<file path="src/rtl/sdq_pkg.sv">
package sdq_pkg;
  typedef enum logic [3:0] {
    CMD_NOP = 4'd0, CMD_MRS = 4'd1, CMD_ACT = 4'd2, CMD_RD  = 4'd3, CMD_WR = 4'd4,
    CMD_PRE = 4'd5, CMD_BST = 4'd6, CMD_REF = 4'd7, CMD_SRE = 4'd8, CMD_SRX = 4'd9
  } cmd_e;

  typedef enum logic [2:0] {
    S_BOOT, S_IREF, S_MRS, S_IDLE, S_SREF
  } seq_st_e;
endpackage

</file>
<file path="src/rtl/sdq_bank_table.sv">
module sdq_bank_table #(
  parameter int NUM_BANKS = 4,
  parameter int ROW_W     = 12,
  localparam int BANK_W   = $clog2(NUM_BANKS)
) (
  input  logic                             clk,
  input  logic                             rst,
  input  logic                             act_en,
  input  logic [BANK_W-1:0]                act_bank,
  input  logic [ROW_W-1:0]                 act_row,
  input  logic                             close_en,
  input  logic [BANK_W-1:0]                close_bank,
  input  logic                             close_all,
  output logic [NUM_BANKS-1:0]             open_o,
  output logic [NUM_BANKS-1:0][ROW_W-1:0]  row_o
);
  for (genvar i = 0; i < NUM_BANKS; i++) begin : g_bank
    logic hit_act, hit_close;
    assign hit_act   = act_en && (act_bank == BANK_W'(i));
    assign hit_close = close_all || (close_en && (close_bank == BANK_W'(i)));

    always_ff @(posedge clk) begin
      if (rst) begin
        open_o[i] <= 1'b0;
        row_o[i]  <= '0;
      end else if (hit_act) begin
        open_o[i] <= 1'b1;
        row_o[i]  <= act_row;
      end else if (hit_close) begin
        open_o[i] <= 1'b0;
      end
    end


    row_stable_chk: assert property (@(posedge clk) disable iff (rst)
      (open_o[i] && !hit_act) |=> $stable(row_o[i]));
  end
endmodule

</file>
<file path="src/rtl/sdq_refresh_timer.sv">
module sdq_refresh_timer #(
  parameter int REFI_CLKS = 1560,
  localparam int CNT_W    = $clog2(REFI_CLKS)
) (
  input  logic clk,
  input  logic rst,
  input  logic clr,
  output logic pend
);
  logic [CNT_W-1:0] cnt;
  logic             tick;

  assign tick = (cnt == CNT_W'(REFI_CLKS - 1));

  always_ff @(posedge clk) begin
    if (rst) begin
      cnt  <= '0;
      pend <= 1'b0;
    end else begin
      cnt  <= tick ? '0 : cnt + 1'b1;
      pend <= tick || (pend && !clr);
    end
  end


  pend_hold_chk: assert property (@(posedge clk) disable iff (rst)
    (pend && !clr) |=> pend);
endmodule

</file>
<file path="src/rtl/sdram_cmd_seq.sv">
module sdram_cmd_seq
  import sdq_pkg::*;
#(
  parameter int NUM_BANKS = 4,
  parameter int ROW_W     = 12,
  parameter int COL_W     = 8,
  parameter int BURST_LEN = 4,
  parameter int CAS_LAT   = 3,
  parameter int T_RCD     = 3,
  parameter int T_RP      = 3,
  parameter int T_RFC     = 10,
  parameter int T_MRD     = 2,
  parameter int T_XSR     = 20,
  parameter int REFI_CLKS = 1560,
  localparam int BANK_W    = $clog2(NUM_BANKS),
  localparam int ADDR_W    = (ROW_W > COL_W) ? ROW_W : COL_W
) (
  input  logic              clk,
  input  logic              rst,
  input  logic              req_valid,
  output logic              req_ready,
  input  logic              req_write,
  input  logic [BANK_W-1:0] req_bank,
  input  logic [ROW_W-1:0]  req_row,
  input  logic [COL_W-1:0]  req_col,
  input  logic              req_autopre,
  input  logic              lp_req,
  output logic              cke,
  output logic [3:0]        cmd,
  output logic [BANK_W-1:0] cmd_bank,
  output logic [ADDR_W-1:0] cmd_addr,
  output logic              cmd_ap
);
  localparam int BURST_CYC = BURST_LEN / 2;
  localparam int RD_WIN    = CAS_LAT + BURST_CYC;
  localparam int GAP_MAX   = T_RFC + T_XSR + T_RCD + T_MRD + BURST_CYC + T_RP + CAS_LAT;
  localparam int WC_W      = $clog2(GAP_MAX + 1);
  localparam int RC_W      = $clog2(RD_WIN + 1);
  localparam int BL_CODE   = $clog2(BURST_LEN);
  localparam logic [ADDR_W-1:0] MODE_WORD = ADDR_W'((CAS_LAT << 4) | BL_CODE);

  seq_st_e          st, st_n;
  logic [WC_W-1:0]  wcnt, wcnt_n;
  logic [RC_W-1:0]  rd_cnt, rd_cnt_n;
  logic             icnt, icnt_n;
  cmd_e             cmd_c;

  logic                            act_en, pre_one, pre_all, ap_close, ref_clr, rd_set, bst_set;
  logic [NUM_BANKS-1:0]            bank_open;
  logic [NUM_BANKS-1:0][ROW_W-1:0] bank_row;
  logic                            ref_pend, busy, any_open, row_hit;

  sdq_bank_table #(.NUM_BANKS(NUM_BANKS), .ROW_W(ROW_W)) u_banks (
    .clk(clk), .rst(rst),
    .act_en(act_en), .act_bank(req_bank), .act_row(req_row),
    .close_en(pre_one || ap_close), .close_bank(req_bank), .close_all(pre_all),
    .open_o(bank_open), .row_o(bank_row)
  );

  sdq_refresh_timer #(.REFI_CLKS(REFI_CLKS)) u_refi (
    .clk(clk), .rst(rst), .clr(ref_clr), .pend(ref_pend)
  );

  assign busy     = (rd_cnt != '0);
  assign any_open = |bank_open;
  assign row_hit  = bank_open[req_bank] && (bank_row[req_bank] == req_row);
  assign cmd      = cmd_c;

  always_comb begin
    cmd_c    = CMD_NOP;
    cmd_bank = '0;
    cmd_addr = '0;
    cmd_ap   = 1'b0;
    req_ready = 1'b0;
    cke      = (st != S_SREF);
    st_n     = st;
    icnt_n   = icnt;
    wcnt_n   = (wcnt != '0) ? wcnt - 1'b1 : '0;
    act_en = 1'b0; pre_one = 1'b0; pre_all = 1'b0; ap_close = 1'b0;
    ref_clr = 1'b0; rd_set = 1'b0; bst_set = 1'b0;
    if (!rst && wcnt == '0) begin
      unique case (st)
        S_BOOT: begin
          cmd_c = CMD_PRE; cmd_ap = 1'b1; pre_all = 1'b1;
          wcnt_n = WC_W'(T_RP - 1); st_n = S_IREF;
        end
        S_IREF: begin
          cmd_c = CMD_REF; ref_clr = 1'b1;
          wcnt_n = WC_W'(T_RFC - 1);
          icnt_n = icnt + 1'b1;
          if (icnt) st_n = S_MRS;
        end
        S_MRS: begin
          cmd_c = CMD_MRS; cmd_addr = MODE_WORD;
          wcnt_n = WC_W'(T_MRD - 1); st_n = S_IDLE;
        end
        S_SREF: begin
          if (!lp_req) begin
            cmd_c = CMD_SRX; cke = 1'b1;
            wcnt_n = WC_W'(T_XSR - 1); st_n = S_IDLE;
          end
        end
        S_IDLE: begin
          if (ref_pend) begin
            if (any_open) begin
              if (!busy) begin
                cmd_c = CMD_PRE; cmd_ap = 1'b1; pre_all = 1'b1;
                wcnt_n = WC_W'(T_RP - 1);
              end
            end else begin
              cmd_c = CMD_REF; ref_clr = 1'b1;
              wcnt_n = WC_W'(T_RFC - 1);
            end
          end else if (lp_req) begin
            if (!busy) begin
              if (any_open) begin
                cmd_c = CMD_PRE; cmd_ap = 1'b1; pre_all = 1'b1;
                wcnt_n = WC_W'(T_RP - 1);
              end else begin
                cmd_c = CMD_SRE; cke = 1'b0; st_n = S_SREF;
              end
            end
          end else if (req_valid) begin
            if (row_hit) begin
              if (req_write && busy) begin
                cmd_c = CMD_BST; bst_set = 1'b1;
                wcnt_n = WC_W'(CAS_LAT - 1);
              end else begin
                cmd_c = req_write ? CMD_WR : CMD_RD;
                cmd_bank = req_bank;
                cmd_addr = ADDR_W'(req_col);
                cmd_ap = req_autopre;
                req_ready = 1'b1;
                rd_set = !req_write;
                if (req_autopre) begin
                  ap_close = 1'b1;
                  wcnt_n = WC_W'(BURST_CYC + T_RP - 1);
                end else if (req_write) begin
                  wcnt_n = WC_W'(BURST_CYC - 1);
                end else begin
                  wcnt_n = '0;
                end
              end
            end else if (bank_open[req_bank]) begin
              if (!busy) begin
                cmd_c = CMD_PRE; cmd_bank = req_bank; pre_one = 1'b1;
                wcnt_n = WC_W'(T_RP - 1);
              end
            end else begin
              cmd_c = CMD_ACT; cmd_bank = req_bank;
              cmd_addr = ADDR_W'(req_row); act_en = 1'b1;
              wcnt_n = WC_W'(T_RCD - 1);
            end
          end
        end
        default: st_n = S_BOOT;
      endcase
    end
  end

  always_comb begin
    if (bst_set)              rd_cnt_n = '0;
    else if (rd_set)          rd_cnt_n = RC_W'(RD_WIN);
    else if (rd_cnt != '0)    rd_cnt_n = rd_cnt - 1'b1;
    else                      rd_cnt_n = '0;
  end

  always_ff @(posedge clk) begin
    if (rst) begin
      st     <= S_BOOT;
      wcnt   <= '0;
      rd_cnt <= '0;
      icnt   <= 1'b0;
    end else begin
      st     <= st_n;
      wcnt   <= wcnt_n;
      rd_cnt <= rd_cnt_n;
      icnt   <= icnt_n;
    end
  end


  act_idle_chk: assert property (@(posedge clk) disable iff (rst)
    (cmd_c == CMD_ACT) |-> !bank_open[cmd_bank]);

  col_open_chk: assert property (@(posedge clk) disable iff (rst)
    (cmd_c == CMD_RD || cmd_c == CMD_WR) |-> bank_open[cmd_bank]);

  ref_all_idle_chk: assert property (@(posedge clk) disable iff (rst)
    (cmd_c == CMD_REF) |-> (bank_open == '0));

  bst_gap_chk: assert property (@(posedge clk) disable iff (rst)
    (cmd_c == CMD_BST) |=> (cmd_c == CMD_NOP));

  cke_low_chk: assert property (@(posedge clk) disable iff (rst)
    !cke |=> (cmd_c == CMD_NOP || cmd_c == CMD_SRX));

  pre_quiet_chk: assert property (@(posedge clk) disable iff (rst)
    (cmd_c == CMD_RD) |=> (cmd_c != CMD_PRE && cmd_c != CMD_SRE));
endmodule

</file>
<file path="config.mk">
export PLATFORM = sky130hd
export DESIGN_NAME = sdram_cmd_seq
export DESIGN_NICKNAME = d
export VERILOG_FILES = /design/src/rtl/sdq_pkg.sv /design/src/rtl/sdq_bank_table.sv /design/src/rtl/sdq_refresh_timer.sv /design/src/rtl/sdram_cmd_seq.sv
export SDC_FILE = /design/constraint.sdc
export NUM_CORES = 1
export LEC_CHECK = 0
export BUFFER_PORTS_ARGS = -buffer_cell sky130_fd_sc_hd__buf_2
export CELL_PAD_IN_SITES_DETAIL_PLACEMENT = 0
export CELL_PAD_IN_SITES_GLOBAL_PLACEMENT = 1
export CORE_MARGIN = 3
export CORE_UTILIZATION = 45
export CTS_BUF_LIST = sky130_fd_sc_hd__clkbuf_8
export CTS_CLUSTER_SIZE = 14
export DETAILED_ROUTE_END_ITERATION = 10
export GPL_TIMING_DRIVEN = 0
export PLACE_DENSITY_LB_ADDON = 0.25
export SLEW_MARGIN = 20
export SYNTH_ARGS = -nofsm -noshare
export SYNTH_HDL_FRONTEND = slang
export SYNTH_SLANG_ARGS = --single-unit
</file>
<file path="constraint.sdc">
create_clock -name clk -period 3.79 [get_ports clk]
set_input_delay 0.5685 -clock clk [delete_from_list [all_inputs] [get_ports clk]]
set_output_delay 0.5685 -clock clk [all_outputs]
set_load 0.01 [all_outputs]
</file>
==> impl_metrics.csv <==
group,metric,value,unit
outcome,status,"finished clean",
worst_hold_path,hold_path.class,"reg -> reg",
placed_design,hpwlAfterDp,7970,um
floorplan,fp.dieH,100,um
route,num_vias,3739,
floorplan,fp.dieW,100,um
yosys,syn_area_per_cell,8.13,um^2
final_layout,syn_to_final_growth,16.4,%
critical_path,crit_buf_inv,2,
global_route,grt_use_met1,0.316,
critical_path,r2r_slack,0.95,ns
critical_path,critical_path_required,3.22,ns
critical_path,crit_family,"simple AND/OR/NAND/NOR gates",
final_layout,mostFrequentLayoutCell,"nand2_1",
yosys,yosys_warnings,0,
yosys,yosysSeqAreaShare,0.387,
placed_design,placed_cells,641,
clock_network,cts_root_buf,"clkbuf_8",
route,ant_nets,0,
timing,slew_viol_final,0,
power_and_ir_drop,leakage,1.73,nW
placed_design,gp_congestion,0.890,
final_layout,drive_above_1_share,0.162,
route,wl_per_cell,17.3,um
critical_path,crit_arrival,2.99,ns
route,routed_wl,11400,um
global_route,top_usage_layer,"met2",
timing,hold_viol,0,
route,via_per_inst,5.67,
timing,min_period,3.56,ns
final_layout,postLayoutCellArea,4640,um^2
timing,fin_crit_sh,0.940,
yosys,synth_ff_type,"dfxtp_1",
timing,relSlewSlack,0.431,
floorplan,pin_count,49,
yosys,synth_edf_count,0,
clock_network,numClockSinks,77,
clock_network,clk_latency,0.36,ns
global_route,grt_overflow,0,
route,drc,0,
clock_network,cts_hold_buf,0,
global_route,grt_use_met3,0.0445,
global_route,grt_antenna_before_repair,0,
critical_path,critPathCaptureType,"primary output",
floorplan,start_util,0.473,
route,drt-initial-drc-count,178,
flow_run,max-cap-violations,0,
route,firstDrtPassIters,5,
final_layout,n_antenna_cell,0,
timing,setup_viol,0,
power_and_ir_drop,powerDensity,471,nW/um^2
timing,fin_ws,0.229,ns
yosys,synth_cells,490,
power_and_ir_drop,p_total,2.19,mW
clock_network,path_clk_slew,0.10,ns
placed_design,dpl-instance-area,4350,um^2
worst_hold_path,min_path_cells,2,
critical_path,worstSetupPathType,"reg -> out",
floorplan,die-area,10000,um^2
yosys,syn_area,3980,um^2
global_route,grt_pass1_wl,18900,um
critical_path,cpPeakStageDelay,0.52,ns
final_layout,final_cell_mix,"nand2_1 (123), dfxtp_1 (77), a21oi_1 (64)",
critical_path,crit_path_frequent_cell,"and2_1",
placed_design,portBuffers,46,
critical_path,reg2reg_depth,9,
critical_path,cpMaxStageDelayCell,"nor3_1",
global_route,grt.total_usage,0.241,
yosys,ys_types,48,
critical_path,crit_path_max_fanout,9,
critical_path,crit_chain,"nor3_1, nand3_4, nor4_4, and2_1, and2_1, a21boi_4, buf_12, a221o_1, buf_2",
yosys,synth_fp_nets,523,
global_route,grt_start_max_net_pins,16,
final_layout,finalNonFillerCells,659,
final_layout,finalNetCount,582,
global_route,grt_pass1_vias,3668,
critical_path,cp-start-kind,"flop",
yosys,ys_ff_latch,77,
timing,clock.fmax,0.281,GHz
clock_network,cts_tree,"done",
yosys,async_flop_share,0,
floorplan,coreArea,8420,um^2
critical_path,crit_cells,9,
final_layout,final_util,0.551,
final_layout,fillers,833,
timing,skew,0.0163,ns
clock_network,cts_buffer_depth,2,
floorplan,rows,33,
clock_network,cts_max_level,3,
placed_design,dp_slack,-0.170,ns
global_route,grt_util_met2,0.403,
power_and_ir_drop,vdd_drop_max,231,uV
timing,worst_pin_slew,0.853,ns
clock_network,cts_buffers,9,
## cell usage after synthesis, drive strengths merged, types with 3 or more instances
| master | n | area share |
|---|---|---|
| and2 | 6 | 0.0094 |
| nand2 | 123 | 0.12 |
| xnor2 | 18 | 0.040 |
| o22ai | 3 | 0.0047 |
| and3 | 11 | 0.017 |
| nand2b | 5 | 0.0079 |
| o21ai | 7 | 0.0088 |
| nor2b | 6 | 0.0094 |
| mux4 | 13 | 0.073 |
| a22o | 6 | 0.013 |
| nor4 | 4 | 0.0063 |
| mux2i | 3 | 0.0075 |
| xor2 | 6 | 0.013 |
| dfxtp | 77 | 0.39 |
| clkbuf | 22 | 0.021 |
| nand3 | 7 | 0.0088 |
| inv | 9 | 0.0085 |
| a21oi | 64 | 0.080 |
| a41oi | 3 | 0.0066 |
| ha | 5 | 0.016 |
| nand4 | 7 | 0.011 |
| a211oi | 7 | 0.013 |
| nor2 | 30 | 0.028 |
| buf | 7 | 0.010 |
| nor3 | 8 | 0.013 |
| a221o | 3 | 0.0075 |
| a31oi | 4 | 0.0063 |
## per-stage QoR
step,TNS (ns),hold WS [ns]
after floorplan,0,0.431
after global placement,-1.20,0.439
after detailed placement,-1.20,0.447
after CTS,0,0.460
after global routing,-0.0176,0.475
final,0,0.459
## layout make-up
class | count | area [um^2] | share of cell area
repair buffers | 48 | 258 | 0.0556
clock inverters | 7 | 106 | 0.0229
well taps | 105 | 131 | 0.0283
flip-flops and latches | 77 | 1540 | 0.332
plain buffers | 29 | 125 | 0.0270
multi-input cells | 375 | 2320 | 0.500
clock buffers | 9 | 124 | 0.0267
inverters | 9 | 33.8 | 0.00728
## routing by layer
metal | wire, um | share of wire
met2 | 5440 | 0.48
met4 | 243 | 0.021
met5 | 0 | 0
met1 | 5020 | 0.44
met3 | 732 | 0.064
## sequential cells by signal (all words and copies together) (netlist names)
signal and count:
icnt 1, rd_cnt 3, st 3, u_banks.open_o 4, u_banks.row_o 48, u_refi.cnt 11
u_refi.pend 1, wcnt 6
## where the power goes
| group | switching [mW] | internal [mW] | total (mW) |
|---|---|---|---|
| sequential | 0.0364 | 0.856 | 0.892 |
| combinational | 0.361 | 0.207 | 0.567 |
| clock | 0.344 | 0.382 | 0.726 |
## kinds of logic (layout without fill, tap and decap cells)
logic type / count (synthesis) / after routing / synth area share
multiplexers: 16 / 16 / 0.0810
XOR/XNOR: 24 / 24 / 0.0528
flip-flops: 77 / 77 / 0.387
AO/OA/AOI/OAI: 114 / 114 / 0.179
AND/OR/NAND/NOR: 216 / 216 / 0.245
buffers and inverters: 38 / 102 / 0.0396
adder cells (fa/ha/maj): 5 / 5 / 0.0157
## final timing paths
| path | from | to |
|---|---|---|
| min | u_banks.row_o[9] | u_banks.row_o[9] |
| max | wcnt[2] | cmd_addr[1] |
| min reg2reg | u_banks.row_o[9] | u_banks.row_o[9] |
| max reg2reg | wcnt[2] | u_banks.row_o[28] |
## timing repair
| item | in CTS | in global routing |
|---|---|---|
| pin swaps | 0 | 1 |
| resized for setup | 3 | 2 |
| setup endpoints to repair | 9 | 9 |
| setup buffers | 0 | 2 |
## worst register-to-register path, stage by stage, from the launching register on
cell and delay [ns]:
dfxtp_1 0.35, nor3_1 0.52, nand3_4 0.26, nor4_4 0.34
and2_1 0.24, buf_2 0.30, nand2_1 0.13, clkbuf_1 0.30
nand2_1 0.18, a21oi_1 0.08
(Power assumes the default switching activity.)
